### src/rtl/embx_pkg.sv
package embx_pkg;
  typedef enum logic [1:0] {BASE_I_ONLY, BASE_E_ONLY, BASE_BOTH} base_cfg_e;

  localparam int unsigned ILEN   = 32;
  localparam int unsigned MISA_W = 32;
  localparam int unsigned I_POS  = 8;
  localparam int unsigned RIDX_W = 5;

  localparam logic [6:0] OPC_OP     = 7'b0110011;
  localparam logic [6:0] OPC_OP32   = 7'b0111011;
  localparam logic [6:0] OPC_AMO    = 7'b0101111;
  localparam logic [6:0] OPC_OPIMM  = 7'b0010011;
  localparam logic [6:0] OPC_OPIM32 = 7'b0011011;
  localparam logic [6:0] OPC_LOAD   = 7'b0000011;
  localparam logic [6:0] OPC_JALR   = 7'b1100111;
  localparam logic [6:0] OPC_FENCE  = 7'b0001111;
  localparam logic [6:0] OPC_SYSTEM = 7'b1110011;
  localparam logic [6:0] OPC_STORE  = 7'b0100011;
  localparam logic [6:0] OPC_BRANCH = 7'b1100011;
  localparam logic [6:0] OPC_LUI    = 7'b0110111;
  localparam logic [6:0] OPC_AUIPC  = 7'b0010111;
  localparam logic [6:0] OPC_JAL    = 7'b1101111;

  typedef struct packed {
    logic rd;
    logic rs1;
    logic rs2;
  } live_fields_t;
endpackage

### src/rtl/embx_fmt_decode.sv
module embx_fmt_decode
  import embx_pkg::*;
(
  input  logic [6:0]   opcode_i,
  input  logic [2:0]   funct3_i,
  output live_fields_t live_o
);
  always_comb begin
    live_o = '0;
    unique case (opcode_i)
      OPC_OP, OPC_OP32, OPC_AMO:
        live_o = '{rd: 1'b1, rs1: 1'b1, rs2: 1'b1};
      OPC_OPIMM, OPC_OPIM32, OPC_LOAD, OPC_JALR, OPC_FENCE:
        live_o = '{rd: 1'b1, rs1: 1'b1, rs2: 1'b0};
      // CSR immediate forms reuse rs1 as a 5-bit immediate
      OPC_SYSTEM:
        live_o = '{rd: 1'b1, rs1: ~funct3_i[2], rs2: 1'b0};
      OPC_STORE, OPC_BRANCH:
        live_o = '{rd: 1'b0, rs1: 1'b1, rs2: 1'b1};
      OPC_LUI, OPC_AUIPC, OPC_JAL:
        live_o = '{rd: 1'b1, rs1: 1'b0, rs2: 1'b0};
      default: live_o = '0;
    endcase
  end
endmodule

### src/rtl/embx_base_sel.sv
module embx_base_sel
  import embx_pkg::*;
#(
  parameter base_cfg_e SUPPORT = BASE_BOTH
) (
  input  logic              clk_i,
  input  logic              rst_ni,
  input  logic              we_i,
  input  logic [MISA_W-1:0] wdata_i,
  output logic              i_bit_o
);
  generate
    if (SUPPORT == BASE_BOTH) begin : g_rw
      logic i_q;
      always_ff @(posedge clk_i or negedge rst_ni) begin
        if (!rst_ni)   i_q <= 1'b1;
        else if (we_i) i_q <= wdata_i[I_POS];
      end
      assign i_bit_o = i_q;

      a_r9_write_next: assert property (@(posedge clk_i) disable iff (!rst_ni)
        we_i |=> (i_bit_o == $past(wdata_i[I_POS])));
      a_r9_hold: assert property (@(posedge clk_i) disable iff (!rst_ni)
        !we_i |=> $stable(i_bit_o));
    end else begin : g_fixed
      logic unused_in;
      assign unused_in = ^{clk_i, rst_ni, we_i, wdata_i};
      assign i_bit_o   = (SUPPORT == BASE_I_ONLY);
    end
  endgenerate
endmodule

### src/rtl/embx_field_check.sv
module embx_field_check
  import embx_pkg::*;
(
  input  logic [RIDX_W-1:0] rd_i,
  input  logic [RIDX_W-1:0] rs1_i,
  input  logic [RIDX_W-1:0] rs2_i,
  input  live_fields_t      live_i,
  output logic              high_o
);
  // embedded base has 16 registers: the field MSB must be clear
  localparam int unsigned MSB = RIDX_W - 1;
  assign high_o = (live_i.rd  & rd_i[MSB])
                | (live_i.rs1 & rs1_i[MSB])
                | (live_i.rs2 & rs2_i[MSB]);
endmodule

### src/rtl/embx_reg_legality.sv
module embx_reg_legality
  import embx_pkg::*;
#(
  parameter base_cfg_e SUPPORT = BASE_BOTH
) (
  input  logic              clk_i,
  input  logic              rst_ni,
  input  logic [ILEN-1:0]   instr_i,
  input  logic              instr_valid_i,
  input  logic              misa_we_i,
  input  logic [MISA_W-1:0] misa_wdata_i,
  output logic              illegal_o,
  output logic              suppress_o,
  output logic              misa_i_o,
  output logic              misa_e_o
);
  live_fields_t live;
  logic         high_idx;
  logic         i_bit;
  logic         unused_bits;

  assign unused_bits = ^instr_i[31:25];

  embx_fmt_decode u_fmt (
    .opcode_i (instr_i[6:0]),
    .funct3_i (instr_i[14:12]),
    .live_o   (live)
  );

  embx_field_check u_chk (
    .rd_i   (instr_i[11:7]),
    .rs1_i  (instr_i[19:15]),
    .rs2_i  (instr_i[24:20]),
    .live_i (live),
    .high_o (high_idx)
  );

  embx_base_sel #(.SUPPORT(SUPPORT)) u_base (
    .clk_i   (clk_i),
    .rst_ni  (rst_ni),
    .we_i    (misa_we_i),
    .wdata_i (misa_wdata_i),
    .i_bit_o (i_bit)
  );

  assign misa_i_o   = i_bit;
  assign misa_e_o   = ~i_bit;
  assign illegal_o  = instr_valid_i & ~i_bit & high_idx;
  assign suppress_o = illegal_o;

  a_r2_i_base_legal: assert property (@(posedge clk_i) disable iff (!rst_ni)
    misa_i_o |-> !illegal_o);
  a_r8_idle_quiet: assert property (@(posedge clk_i) disable iff (!rst_ni)
    !instr_valid_i |-> (!illegal_o && !suppress_o));
  a_r8_suppress_tracks: assert property (@(posedge clk_i) disable iff (!rst_ni)
    illegal_o |-> suppress_o);
  a_r6_upper_ignored: assert property (@(posedge clk_i) disable iff (!rst_ni)
    (instr_i[6:0] == OPC_LUI && !instr_i[11]) |-> !illegal_o);
  a_r10_unknown_quiet: assert property (@(posedge clk_i) disable iff (!rst_ni)
    (instr_i[6:0] == 7'b1111111) |-> !illegal_o);
endmodule

### config.mk
export PLATFORM = sky130hd
export DESIGN_NAME = embx_reg_legality
export DESIGN_NICKNAME = d
export VERILOG_FILES = /design/src/rtl/embx_pkg.sv /design/src/rtl/embx_fmt_decode.sv /design/src/rtl/embx_base_sel.sv /design/src/rtl/embx_field_check.sv /design/src/rtl/embx_reg_legality.sv
export SDC_FILE = /design/constraint.sdc
export NUM_CORES = 1
export LEC_CHECK = 0
export ABC_CLOCK_PERIOD_IN_PS = 2400
export CAP_MARGIN = 40
export CORE_AREA = 2 2 39 41
export DETAILED_ROUTE_END_ITERATION = 10
export DIE_AREA = 0 0 41 43
export DONT_BUFFER_PORTS = 1
export GPL_TIMING_DRIVEN = 1
export SYNTH_ARGS = -nofsm -noshare
export SYNTH_HDL_FRONTEND = slang
export SYNTH_HIERARCHICAL = 1
export SYNTH_SLANG_ARGS = --single-unit
export TNS_END_PERCENT = 10
### constraint.sdc
create_clock -name clk_i -period 2.4 [get_ports clk_i]
set_clock_uncertainty 0.1 [all_clocks]
set_input_delay 0.48 -clock clk_i [delete_from_list [all_inputs] [get_ports clk_i]]
set_output_delay 0.48 -clock clk_i [all_outputs]
set_load 0.02 [all_outputs]
After elaboration in Yosys (flattened, before gate mapping)
Index checks and enable logic that the tools add are counted.
W data, S select, Z words.

word-level totals
  output and inout bits = 4
  input bits = 68
  register bits after elaboration = 1

operators by class
  eq/ne operators = 14
  reductions and logical operators = 4
  bitwise gates (word level) = 9
  mux-type cells = 1

operator list
  kind                  number
  $eq A7 B6 Y1 const B  5
  $eq A7 B7 Y1 const B  4
  $eq A7 B5 Y1 const B  3
  $pmux W3 S5           1
  $eq A7 B2 Y1 const B  1
  $eq A7 B4 Y1 const B  1
  $reduce_or A3 Y1      2
  $and A1 B1 Y1         5
  $reduce_or A5 Y1      1
  $not A1 Y1            2
  $or A1 B1 Y1          2
  $reduce_or A2 Y1      1

Depth between registers and ports, before layout
  depth after elaboration = 7
  depth in mapped cells = 7
  mapped depth without buffers = 6

Modules after synthesis
Netlist, hierarchy kept.

modules (own cells, without submodules)
  module             cells an instance  area each (µm²)  times used
  embx_fmt_decode    21                 140.1            1
  embx_base_sel      2                  41.3             1
  embx_reg_legality  3                  20.0             1
  embx_field_check   2                  13.8             1

Worst setup path after synthesis
No wires, ideal clock.

  path kind = input port to output port
  start = input port instr_i[14]
  end = output port suppress_o
  buffers on the path = 1
  cell stages on the path = 7
  data arrival time = 1.820 ns
  path slack = 0.000 ns
  path through = or3b_1 a221o_1 a21oi_1 a222oi_1 inv_1 and3b_1 buf_4

RTL lines
  item             RTL line                 source
  start, declared  embx_reg_legality.sv:8   input logic [ILEN-1:0] instr_i,
  end, declared    embx_reg_legality.sv:13  output logic suppress_o,

==> results.yml <==
global_routing:
  grt_pass1_vias: 170
  grtUsageTotal: 0.05210
  gr-total-overflow: 0
  antenna_found_initial: 0
  grt_pass1_wl_um: 683
  grt_max_degree: 10
sta:
  layout_min_cycle_time_ns: 2.303
  fin_crit_sh: 0.9597
  rsz0062_at_grt: "no"
  worstMarginPinSlew_ns: 0.2819
  drv_slew: 0
  finalWorstSetupSlack_ns: 0.09667
  maxSlewHeadroom: 0.8091
  setup_violations: 0
  hold_viol: 0
  timing.fmax_mhz: 434.2
  fin_setup_tns_ns: 0
synth:
  synth_top_area_frac: 0.1221
  synth_edf_count: 0
  async_reset_ff_frac: 1.000
  synth_cell_type_count: 19
  syn_area_sq_um: 215.2
  synth_warnings: 6
  yosysSeqAreaShare: 0.1221
  ys.flop_type: "dfstp_2"
  netlist.top_cell.by_area: "dfstp_2"
  ys_ff_latch: 1
  yosys-top-cells-area: "dfstp_2 12%, and3b_2 9.3%, nor3_1 9.3%"
  avgSynthCellArea_sq_um: 7.686
  syn_nets: 96
  synthCells: 28
route:
  route.detailed.drc: 0
  drtAntennaViolNets: 0
  via_count: 233
  avgViaCountPerCell: 5.178
  wl_per_cell_um: 12.07
  routed_wl_um: 543
  first_pass_iters: 4
  drt_iter0_drc: 5
critical_path:
  crit_path_start_kind: "input port"
  end_kind: "output pin"
  path_class: "input port to output pin"
  arrival_ns: 1.72
  cp_max_fo: 2
  cp.required_ns: 1.82
cts:
  cts-hold-fix-buffers: 0
  path_clk_slew_ns: 0
  ctsResizeCount: 0
  clock_latency_ns: 0
  post_cts_buffers: 0
cells_and_area:
  drive_above_1_share: 0.2414
  num-nets-final: 99
  n_fill_cell: 150
  diodes: 0
  fin_cells: 45
  multiInputGateArea_sq_um: 173.9
  largest_register_ffs: 1
  regArea_sq_um: 26.28
  area_delta_synth_final_pct: 14.53
  final_core_util: 0.1781
placement:
  gp_congestion: 0.6192
  port-buffer-count: 0
  dp_cells: 45
  pre_cts_ws_ns: 0.06189
power_and_ir_drop:
  p_leak_nw: 0.1081
  total_power_w: 0.00004728
  peakVddDrop_mv: 0.1076
  powerDensity_nw_per_um2: 191.8
floorplan:
  initial_core_util: 0.1555
  placementRows: 14
  die-area_sq_um: 1763
  coreArea_sq_um: 1384
  die_x_um: 41
  die-height_um: 43
  io_pins: 72
status:
  status: "finished, final reports clean"
run:
  maxCapViolCount: 0
min_path:
  hp-class: "input port to asynchronous set/reset pin"
==> critical path: stages <==
cell and delay [ns]:
or3b_1 0.36, a221o_1 0.31, a21oi_2 0.13, a222oi_1 0.07, inv_1 0.06, and3b_1 0.17
buf_4 0.14
==> synth_stat cells (all sizes together) (2+ instances only) <==
| cell | n |
|---|---|
| inv | 3 |
| nor3 | 4 |
| a21oi | 2 |
| nand2 | 3 |
| and3b | 3 |
==> logic make-up after synthesis <==
kind of cell,after synthesis,share of synthesized area
DFF,1,0.1221
AOI/OAI and AO/OA,7,0.2442
and+or+nand+nor,14,0.4303
buffers and inverters,4,0.08722
muxes,2,0.1163
==> where the power goes <==
part / leakage [nW] / total (W) / switching, W / internal, W
Clock: 0 / 0 / 0 / 0
Sequential: 0.0105 / 0.0000242 / 0.00000391 / 0.0000203
Combinational: 0.0976 / 0.0000231 / 0.0000106 / 0.0000125
Total: 0.108 / 0.0000473 / 0.0000145 / 0.0000328
==> placed cells by master, fill, tap and decap left out, types with 2 or more instances in the layout <==
cell type / netlist / final
inv_1: 3 / 3
buf_4: 1 / 2
nand2_1: 3 / 3
nor3_1: 4 / 4
and3b_2: 2 / 2
==> layout make-up <==
class,instances,share of cell area
Inverter,3,0.04569
Tap cell,16,0.08122
Timing Repair Buffer,2,0.06091
Multi-Input combinational cell,23,0.7056
Sequential cell,1,0.1066
==> per-stage QoR <==
step	area, sq um	hold WS [ns]
after CTS	242.7	0.2323
after floorplan	215.2	0.2322
after global placement	242.7	0.2323
after global routing	246.5	0.2322
final	246.5	0.2321
after detailed placement	242.7	0.2323
==> metal layers <==
metal / global-route usage / routed length (um)
met5: 0 / 0
met4: 0 / 0
met3: 0.005236 / 84
met2: 0.05313 / 224
met1: 0.1086 / 233
==> final timing paths <==
check | startpoint | to | slack, ns | cells after the start
worst max-delay path | instr_i[14] | suppress_o | 0.1 | 7
worst min-delay path | rst_ni | u_base/i_bit_o | 0.23 | 0
worst max register to register | u_base/i_bit_o | u_base/i_bit_o | 1.49 | 1
worst min register to register | u_base/i_bit_o | u_base/i_bit_o | 0.58 | 1
max in group asynchronous | rst_ni | u_base/i_bit_o | 1.95 | 0
min in group clk_i | misa_wdata_i[8] | u_base/i_bit_o | 0.53 | 1
Power figures use the tool's default switching activity.
